[config.mk]
export PLATFORM = sky130hd
export DESIGN_NAME = uart_rx_mpfilter
export DESIGN_NICKNAME = d
export VERILOG_FILES = /design/src/rtl/uart_rx_pkg.sv /design/src/rtl/uart_rx_sync.sv /design/src/rtl/uart_rx_sampler.sv /design/src/rtl/uart_rx_framer.sv /design/src/rtl/uart_rx_mpfilter.sv
export SDC_FILE = /design/constraint.sdc
export NUM_CORES = 1
export LEC_CHECK = 0
export BUFFER_PORTS_ARGS = -buffer_cell sky130_fd_sc_hd__buf_2
export CAP_MARGIN = 0
export CORE_AREA = 5 5 86 68
export CTS_CLUSTER_DIAMETER = 30
export CTS_CLUSTER_SIZE = 30
export DETAILED_ROUTE_END_ITERATION = 12
export DIE_AREA = 0 0 91 73
export PLACE_DENSITY = 0.87
export SLEW_MARGIN = 40
export SYNTH_ARGS = -nofsm -noshare
export SYNTH_HDL_FRONTEND = slang
export SYNTH_SLANG_ARGS = --single-unit
[constraint.sdc]
create_clock -name clk -period 4.47 [get_ports clk]
set_input_delay 0.2235 -clock clk [delete_from_list [all_inputs] [get_ports clk]]
set_output_delay 0.2235 -clock clk [all_outputs]
set_load 0.005 [all_outputs]
[src/rtl/uart_rx_pkg.sv]
package uart_rx_pkg;

   localparam int WORD_W = 9;

   typedef enum logic [2:0] {
      ST_IDLE,
      ST_START,
      ST_DATA,
      ST_PARITY,
      ST_STOP
   } rx_state_e;

   // index of the last data bit, clamped to the 5..9 range
   function automatic logic [3:0] last_bit_idx(input logic [3:0] nbits);
      if (nbits < 4'd5)      return 4'd4;
      else if (nbits > 4'd9) return 4'd8;
      else                   return nbits - 4'd1;
   endfunction

   function automatic logic vote3(input logic a, input logic b, input logic c);
      return (a & b) | (a & c) | (b & c);
   endfunction

endpackage

[src/rtl/uart_rx_sync.sv]
module uart_rx_sync #(
   parameter int  STAGES    = 2,
   parameter logic RESET_VAL = 1'b1
) (
   input  logic clk,
   input  logic rst_n,
   input  logic d_async,
   output logic q_sync
);
   logic [STAGES-1:0] chain;

   generate
      for (genvar i = 0; i < STAGES; i++) begin : g_stage
         if (i == 0) begin : g_first
            always_ff @(posedge clk or negedge rst_n) begin
               if (!rst_n) chain[0] <= RESET_VAL;
               else        chain[0] <= d_async;
            end
         end else begin : g_rest
            always_ff @(posedge clk or negedge rst_n) begin
               if (!rst_n) chain[i] <= RESET_VAL;
               else        chain[i] <= chain[i-1];
            end
         end
      end
   endgenerate

   assign q_sync = chain[STAGES-1];
endmodule

[src/rtl/uart_rx_sampler.sv]
module uart_rx_sampler
   import uart_rx_pkg::*;
#(
   parameter int OVS_NORMAL = 16,
   parameter int OVS_DOUBLE = 8,
   parameter bit MAJORITY   = 1'b1
) (
   input  logic clk,
   input  logic rst_n,
   input  logic tick,
   input  logic double_speed,
   input  logic restart,
   input  logic line,
   output logic vote_stb,
   output logic vote_val
);
   localparam int CW = $clog2(OVS_NORMAL);

   logic [CW-1:0] cnt;
   logic [CW-1:0] cnt_last;
   logic [CW-1:0] cnt_half;

   assign cnt_last = double_speed ? CW'(OVS_DOUBLE - 1) : CW'(OVS_NORMAL - 1);
   assign cnt_half = double_speed ? CW'(OVS_DOUBLE / 2) : CW'(OVS_NORMAL / 2);

   always_ff @(posedge clk or negedge rst_n) begin
      if (!rst_n)                         cnt <= '0;
      else if (tick && restart)           cnt <= '0;
      else if (tick && cnt >= cnt_last)   cnt <= '0;
      else if (tick)                      cnt <= cnt + 1'b1;
   end

   // the vote closes one tick after the centre sample
   assign vote_stb = tick && !restart && (cnt == cnt_half + 1'b1);

   generate
      if (MAJORITY) begin : g_vote3
         logic smp_early, smp_mid;
         always_ff @(posedge clk or negedge rst_n) begin
            if (!rst_n) begin
               smp_early <= 1'b1;
               smp_mid   <= 1'b1;
            end else if (tick) begin
               if (cnt == cnt_half - 1'b1) smp_early <= line;
               if (cnt == cnt_half)        smp_mid   <= line;
            end
         end
         assign vote_val = vote3(smp_early, smp_mid, line);
      end else begin : g_single
         logic smp_mid;
         always_ff @(posedge clk or negedge rst_n) begin
            if (!rst_n)                        smp_mid <= 1'b1;
            else if (tick && cnt == cnt_half)  smp_mid <= line;
         end
         assign vote_val = smp_mid;
      end
   endgenerate

endmodule

[src/rtl/uart_rx_framer.sv]
module uart_rx_framer
   import uart_rx_pkg::*;
(
   input  logic              clk,
   input  logic              rst_n,
   input  logic              tick,
   input  logic              line,
   input  logic              vote_stb,
   input  logic              vote_val,
   input  logic [3:0]        cfg_data_bits,
   input  logic              cfg_parity_en,
   input  logic              cfg_parity_odd,
   output logic              restart,
   output logic              frm_done,
   output logic [WORD_W-1:0] frm_word,
   output logic              frm_type,
   output logic              frm_stop,
   output logic              frm_par_err
);
   rx_state_e         state;
   logic [3:0]        bit_idx;
   logic [3:0]        idx_last;
   logic [WORD_W-1:0] shreg;
   logic              par_bit;
   logic              seen_high;

   assign idx_last = last_bit_idx(cfg_data_bits);
   assign restart  = (state == ST_IDLE) && tick && seen_high && !line;

   always_ff @(posedge clk or negedge rst_n) begin
      if (!rst_n) begin
         state       <= ST_IDLE;
         bit_idx     <= '0;
         shreg       <= '0;
         par_bit     <= 1'b0;
         seen_high   <= 1'b0;
         frm_done    <= 1'b0;
         frm_word    <= '0;
         frm_type    <= 1'b0;
         frm_stop    <= 1'b0;
         frm_par_err <= 1'b0;
      end else begin
         frm_done <= 1'b0;
         unique case (state)
            ST_IDLE: begin
               if (line) seen_high <= 1'b1;
               if (restart) begin
                  state     <= ST_START;
                  seen_high <= 1'b0;
                  shreg     <= '0;
                  bit_idx   <= '0;
               end
            end
            ST_START: if (vote_stb) state <= vote_val ? ST_IDLE : ST_DATA;
            ST_DATA: if (vote_stb) begin
               shreg[bit_idx] <= vote_val;
               bit_idx        <= bit_idx + 1'b1;
               if (bit_idx == idx_last)
                  state <= cfg_parity_en ? ST_PARITY : ST_STOP;
            end
            ST_PARITY: if (vote_stb) begin
               par_bit <= vote_val;
               state   <= ST_STOP;
            end
            ST_STOP: if (vote_stb) begin
               frm_done    <= 1'b1;
               frm_word    <= shreg;
               frm_stop    <= vote_val;
               frm_type    <= (idx_last == 4'd8) ? shreg[8] : vote_val;
               frm_par_err <= cfg_parity_en && (par_bit != ((^shreg) ^ cfg_parity_odd));
               state       <= ST_IDLE;
            end
            default: state <= ST_IDLE;
         endcase
      end
   end

   // a finished frame always follows a bit decision from the sampler
   p_done_after_vote_r12: assert property (@(posedge clk) disable iff (!rst_n)
      frm_done |-> $past(vote_stb));

endmodule

[src/rtl/uart_rx_mpfilter.sv]
module uart_rx_mpfilter
   import uart_rx_pkg::*;
#(
   parameter int OVS_NORMAL  = 16,
   parameter int OVS_DOUBLE  = 8,
   parameter int SYNC_STAGES = 2,
   parameter bit MAJORITY    = 1'b1
) (
   input  logic              clk,
   input  logic              rst_n,
   input  logic              baud_tick,
   input  logic              rxd,
   input  logic [3:0]        cfg_data_bits,
   input  logic              cfg_parity_en,
   input  logic              cfg_parity_odd,
   input  logic              cfg_double_speed,
   input  logic              filt_en,
   output logic              rx_valid,
   output logic [WORD_W-1:0] rx_word,
   output logic              rx_type,
   output logic              rx_frame_err,
   output logic              rx_parity_err
);
   generate
      if (OVS_DOUBLE < 4 || OVS_NORMAL != 2 * OVS_DOUBLE ||
          (OVS_NORMAL & (OVS_NORMAL - 1)) != 0) begin : g_bad_ovs
         $error("oversampling ratios must be powers of two, double = normal/2 >= 4");
      end
      if (SYNC_STAGES < 2) begin : g_bad_sync
         $error("SYNC_STAGES must be at least 2");
      end
   endgenerate

   logic              line_s;
   logic              restart;
   logic              vote_stb, vote_val;
   logic              frm_done, frm_type, frm_stop, frm_par_err;
   logic [WORD_W-1:0] frm_word;
   logic              deliver;

   uart_rx_sync #(.STAGES(SYNC_STAGES), .RESET_VAL(1'b1)) u_sync (
      .clk     (clk),
      .rst_n   (rst_n),
      .d_async (rxd),
      .q_sync  (line_s)
   );

   uart_rx_sampler #(
      .OVS_NORMAL (OVS_NORMAL),
      .OVS_DOUBLE (OVS_DOUBLE),
      .MAJORITY   (MAJORITY)
   ) u_sampler (
      .clk          (clk),
      .rst_n        (rst_n),
      .tick         (baud_tick),
      .double_speed (cfg_double_speed),
      .restart      (restart),
      .line         (line_s),
      .vote_stb     (vote_stb),
      .vote_val     (vote_val)
   );

   uart_rx_framer u_framer (
      .clk            (clk),
      .rst_n          (rst_n),
      .tick           (baud_tick),
      .line           (line_s),
      .vote_stb       (vote_stb),
      .vote_val       (vote_val),
      .cfg_data_bits  (cfg_data_bits),
      .cfg_parity_en  (cfg_parity_en),
      .cfg_parity_odd (cfg_parity_odd),
      .restart        (restart),
      .frm_done       (frm_done),
      .frm_word       (frm_word),
      .frm_type       (frm_type),
      .frm_stop       (frm_stop),
      .frm_par_err    (frm_par_err)
   );

   assign deliver = frm_done && (!filt_en || frm_type);

   always_ff @(posedge clk or negedge rst_n) begin
      if (!rst_n) begin
         rx_valid      <= 1'b0;
         rx_word       <= '0;
         rx_type       <= 1'b0;
         rx_frame_err  <= 1'b0;
         rx_parity_err <= 1'b0;
      end else begin
         rx_valid <= deliver;
         if (deliver) begin
            rx_word       <= frm_word;
            rx_type       <= frm_type;
            rx_frame_err  <= !frm_stop && !filt_en;
            rx_parity_err <= frm_par_err;
         end
      end
   end

   p_valid_single_r9: assert property (@(posedge clk) disable iff (!rst_n)
      rx_valid |=> !rx_valid);

   p_word_held_r9: assert property (@(posedge clk) disable iff (!rst_n)
      !rx_valid |-> $stable(rx_word) && $stable(rx_type));

   p_filter_addr_only_r6: assert property (@(posedge clk) disable iff (!rst_n)
      rx_valid && $past(filt_en) |-> rx_type);

   p_ferr_filter_off_r7: assert property (@(posedge clk) disable iff (!rst_n)
      rx_valid && rx_frame_err |-> !$past(filt_en));

endmodule

---- After elaboration in Yosys (flattened, before gate mapping) ----
Cells that the tools add are included.
word-level totals
  logic and storage cells ................. 110
  register bits after elaboration ......... 52
  input bits .............................. 12
cells by class
  magnitude comparators ................... 5
  bitwise logic cells ..................... 6
  reductions and logical operators ........ 28
  eq/ne operators ......................... 16
  mux-type cells .......................... 30
  $add $sub $neg .......................... 5
operator list
  cell                   count
  $mux W4                9
  $mux W3                7
  $mux W9                2
  $pmux W9 S2            1
  $eq A4 B4 Y1           4
  $pmux W3 S5            1
  $add A4 B1 Y4 const B  3
  $logic_and A1 B1 Y1    11
  $ne A2 B1 Y1 const B   5
  $reduce_and A2 Y1      5
  $bwmux W9              1
  $reduce_xor A9 Y1      1
  $pmux W4 S2            1
  $sub A4 B1 Y4 const B  2
  $eq A3 B2 Y1 const B   2
  $mux W1                6
  $reduce_and A6 Y1      1
  $lt A4 B5 Y1 const B   1
  $demux W1 S4           1
  $eq A4 B4 Y1 const B   1
  $ge A4 B1 Y1 const B   1
  $ge A4 B4 Y1           1
  $gt A4 B4 Y1 const B   1
  $logic_not A1 Y1       4
  14 further kinds       18

---- Logic depth before layout (Yosys ltp) ----
  depth in word-level cells ............... 9
  depth in mapped cells ................... 8
  depth with buffers taken out ............ 8

---- Modules after synthesis ----
A second synthesis with hierarchy kept.
unflattened totals
  cell total of the unflattened synthesis .. 235
  area total of the unflattened synthesis .. 2691.3 um^2
by module, submodules not included
  module            cells an instance  area each (um^2)  instances  sequential area each (um^2)
  uart_rx_framer    170                1788.0            1          775.7
  uart_rx_mpfilter  30                 486.7             1          325.3
  uart_rx_sampler   33                 364.1             1          152.6
  uart_rx_sync      2                  52.6              1          52.6

---- Worst setup path after synthesis ----
OpenSTA, ideal clock, no wires.
  path type ............................... reg2reg
  from .................................... register u_sampler.cnt[3]
  to ...................................... register u_framer.frm_word[0]
  cell stages (with the launch flop) ...... 7
  clock period less this slack ............ 1.736 ns
  path slack .............................. 2.734 ns
  data required time ...................... 4.345 ns
  arrival ................................. 1.610 ns
  cell sequence ........................... dfrtp_1 ha_1 nand3_2 nor2_4 nand3_4 buf_6 mux2_4
on the way
  word-level cells in the longest chain between the ends .. 3
RTL lines
  element                      line                   text
  start, declared              uart_rx_sampler.sv:19  logic [CW-1:0] cnt;
  start signal, assigned       uart_rx_sampler.sv:30  else if (tick) cnt <= cnt + 1'b1;
  $eq A4 B4 Y1                 uart_rx_sampler.sv:34  assign vote_stb = tick && !restart && (cnt == cnt_half + 1'b1);
  $logic_and A1 B1 Y1          uart_rx_sampler.sv:34
  $reduce_and A2 Y1 (no line)  n/a
  end signal, assigned         uart_rx_framer.sv:67   frm_word <= shreg;
  end, declared                uart_rx_framer.sv:15   output logic [WORD_W-1:0] frm_word,
No other way between the ends.
A chain may end at the register's enable or synchronous reset.

---- Worst setup path in the final report ----
  from .................................... register u_sampler.cnt[3]
  to ...................................... register u_framer.frm_stop
on the way
  word-level cells in the longest chain between the ends .. 3
RTL lines
  element                      line                   text
  $eq A4 B4 Y1                 uart_rx_sampler.sv:34
  $logic_and A1 B1 Y1          uart_rx_sampler.sv:34
  $reduce_and A2 Y1 (no line)  n/a
  end signal, assigned         uart_rx_framer.sv:68   frm_stop <= vote_val;
  end, declared                uart_rx_framer.sv:17   output logic frm_stop,
No other way between the ends.

==> impl_metrics.json <==
{
  "status": "finished clean",
  "hold_class": "in -> reg",
  "synth-edff-count": 0,
  "hold_slack_ns": 0.200,
  "fillCellCount": 409,
  "setup_tns_ns": 0,
  "clock.fmax_ghz": 0.481,
  "reg2reg_depth": 6,
  "cts_tree": "built",
  "cts_root_buffer": "clkbuf_8",
  "multiInputGateArea_mm2": 0.00141,
  "netlist.area_leader.share_pct": 42.4,
  "final_core_util_pct": 61.7,
  "p_total_mw": 1.35,
  "syn2layout_area_growth_pct": 9.58,
  "grt_antenna_before_repair": 0,
  "wire_per_inst_um": 14.6,
  "h-tree-depth": 2,
  "critical_path_arrival_ns": 2.27,
  "crit_fanout": 12,
  "grt_pass1_wl_mm": 9.10,
  "via_count": 2030,
  "finalHoldViolCount": 0,
  "seqCellArea_mm2": 0.00131,
  "cts.sinks": 52,
  "end_kind": "flop",
  "async_flop_share_pct": 100,
  "synth_fp_nets": 296,
  "holdPathStages": 4,
  "final_area_mm2": 0.00311,
  "final_cell_mix": "nand2_1, dfrtp_1, buf_2",
  "syn-cell-area_mm2": 0.00284,
  "drt-pass1-iter-count": 4,
  "cts_max_path_buffers": 2,
  "num-nets-final": 320,
  "final_common_cell": "nand2_1",
  "synth_area_leaders": "dfrtp_1, nand2_1, ha_1, mux2_4, mux2i_1",
  "cp.required_ns": 4.67,
  "grt_max_degree": 53,
  "final.period_utilization_pct": 46.5,
  "setup_viol_count_final": 0,
  "post_dp_cell_area_mm2": 0.00298,
  "worst_pin_slew_ns": 0.631,
  "remaining_drc_errors": 0,
  "skew_ns": 0.00721,
  "crit_type": "reg -> reg",
  "timing.rr.start": "u_sampler.cnt[3]",
  "startpoint": "u_sampler.cnt[3]",
  "grt_overflow": 0,
  "hold_start": "filt_en",
  "die_h_um": 73,
  "fp.dieW_um": 91,
  "dp_hpwl_mm": 3.74,
  "ys_warn_count": 0,
  "dieArea_mm2": 0.00664,
  "leakagePower_nw": 1.55,
  "yosysSeqAreaShare_pct": 46.1,
  "clkSlewWorstSetupHoldPaths_ns": 0.10,
  "numPortBuffers": 24,
  "synth_top_cell_by_area": "dfrtp_1",
  "rsz0062_at_grt": "no",
  "ant_nets": 0,
  "fin_crit_ns": 2.08,
  "drt_iter0_drc": 121,
  "fp-row-count": 23,
  "syn_inst": 274,
  "vias_per_cell": 5.62,
  "initial_core_util_pct": 56.3,
  "antenna_cells": 0,
  "powerDensity_mw_per_mm2": 434,
  "drive_above_1_share_pct": 20.7,
  "synth.distinct_cells": 55,
  "routabilityCongestion": 0.907,
  "synth_ff_type": "dfrtp_1",
  "num_io_pins": 25,
  "track_usage_pct": 16.9,
  "drv_slew": 0,
  "synth.avg_cell_area_um2": 10.3,
  "clk_latency_ns": 0.31,
  "critPathLaunchType": "flop",
  "cts_resized": 0,
  "drv_cap": 0,
  "relSlewSlack_pct": 57.9,
  "vdd_drop_max_uv": 281,
  "numCtsBuffers": 5,
  "coreArea_mm2": 0.00504,
  "routed_wl_mm": 5.26,
  "synth-seq-cells": 52,
  "grt_pass1_vias": 1901
}
## state kept, by name (all words and copies together), names as in the netlist
| register | count |
|---|---|
| u_framer.bit_idx | 4 |
| u_framer.seen_high | 1 |
| u_sampler.cnt | 4 |
| rx_word | 9 |
| u_framer.state | 3 |
| u_framer.par_bit | 1 |
| rx_parity_err | 1 |
| u_framer.frm_type | 1 |
| rx_frame_err | 1 |
| rx_type | 1 |
| u_framer.frm_stop | 1 |
| u_framer.shreg | 9 |
| rx_valid | 1 |
| u_framer.frm_par_err | 1 |
| u_sampler.g_vote3.smp_early | 1 |
| u_sync.chain | 1 |
| u_sampler.g_vote3.smp_mid | 1 |
| u_framer.frm_done | 1 |
| u_framer.frm_word | 9 |
| u_sync.q_sync | 1 |
## per-stage QoR
step	std cells	setup WS, ns
floorplan	274	2.73
global placement	351	2.49
detailed placement	351	2.42
CTS	361	2.40
global route	361	2.27
finish	361	2.39
## area by class of cell
| type | instances | share of cell area, % |
|---|---|---|
| Inverter | 13 | 1.57 |
| Tap cell | 62 | 2.50 |
| Multi-Input combinational cell | 199 | 45.5 |
| Clock inverter | 2 | 1.25 |
| Sequential cell | 52 | 42.0 |
| Clock buffer | 6 | 2.34 |
| Timing Repair Buffer | 27 | 4.83 |
## metal layers
| metal | vias to the layer above | track usage, % | routed length, um |
|---|---|---|---|
| li1 | 991 | - | - |
| met1 | 986 | 23.6 | 2560 |
| met2 | 48 | 26.9 | 2380 |
| met3 | 5 | 3.81 | 269 |
| met4 | 0 | 4.72 | 43 |
| met5 | - | 0 | 0 |
## path summary, 6_finish.rpt
| path | slack (ns) | to |
|---|---|---|
| worst max-delay path | 2.39 | u_framer.frm_stop |
| worst min-delay path | 0.20 | rx_frame_err |
| worst max register to register | 2.39 | u_framer.frm_stop |
| worst min register to register | 0.36 | u_sync.q_sync |
| max in group asynchronous | 3.57 | u_framer.state[1] |
| min in group asynchronous | 0.48 | rx_word[2] |
## power breakdown
part / internal [mW] / switching (mW)
clock: 0.169 / 0.160
sequential: 0.544 / 0.102
combinational: 0.162 / 0.212
## worst max-delay path, stage by stage, from the launching register on
cell,delay (ns)
dfrtp_1,0.42
ha_1,0.34
nand3_2,0.13
nor2_4,0.28
nand3_4,0.25
inv_1,0.19
mux2_2,0.35
## kinds of logic after synthesis
kind of cell / count (synthesis) / synth area share [%]
buffers and inverters: 23 / 4.10
AO/OA/AOI/OAI: 37 / 9.22
multiplexers: 24 / 10.1
AND/OR/NAND/NOR: 112 / 20.7
adder cells (fa/ha/maj): 12 / 5.16
XOR/XNOR: 14 / 4.59
flip-flops: 52 / 46.1
## cells in the mapped netlist, types with 2 or more instances
| cell type | count |
|---|---|
| a21o_1 | 3 |
| a21oi_1 | 6 |
| a22o_1 | 4 |
| buf_2 | 2 |
| buf_4 | 3 |
| buf_6 | 2 |
| clkbuf_1 | 2 |
| dfrtp_1 | 48 |
| dfstp_2 | 4 |
| ha_1 | 10 |
| inv_1 | 13 |
| mux2_2 | 5 |
| mux2_4 | 8 |
| mux2i_1 | 11 |
| nand2_1 | 56 |
| nand2b_1 | 4 |
| nand3_1 | 9 |
| nand4_1 | 4 |
| nor2_1 | 13 |
| nor2_4 | 2 |
| nor3_1 | 5 |
| nor3b_1 | 2 |
| o21ai_0 | 11 |
| o22ai_1 | 3 |
| o31a_1 | 2 |
| or3_1 | 2 |
| xnor2_1 | 11 |
| xor2_1 | 2 |
## timing repair
item / CTS / global route
endpoints found under the setup margin: 0 / 0
setup buffers: 0 / 0
hold buffers: 2 / 0
endpoints found under the hold margin: 49 / 0
Note: power is estimated with default switching activity, not from simulation.
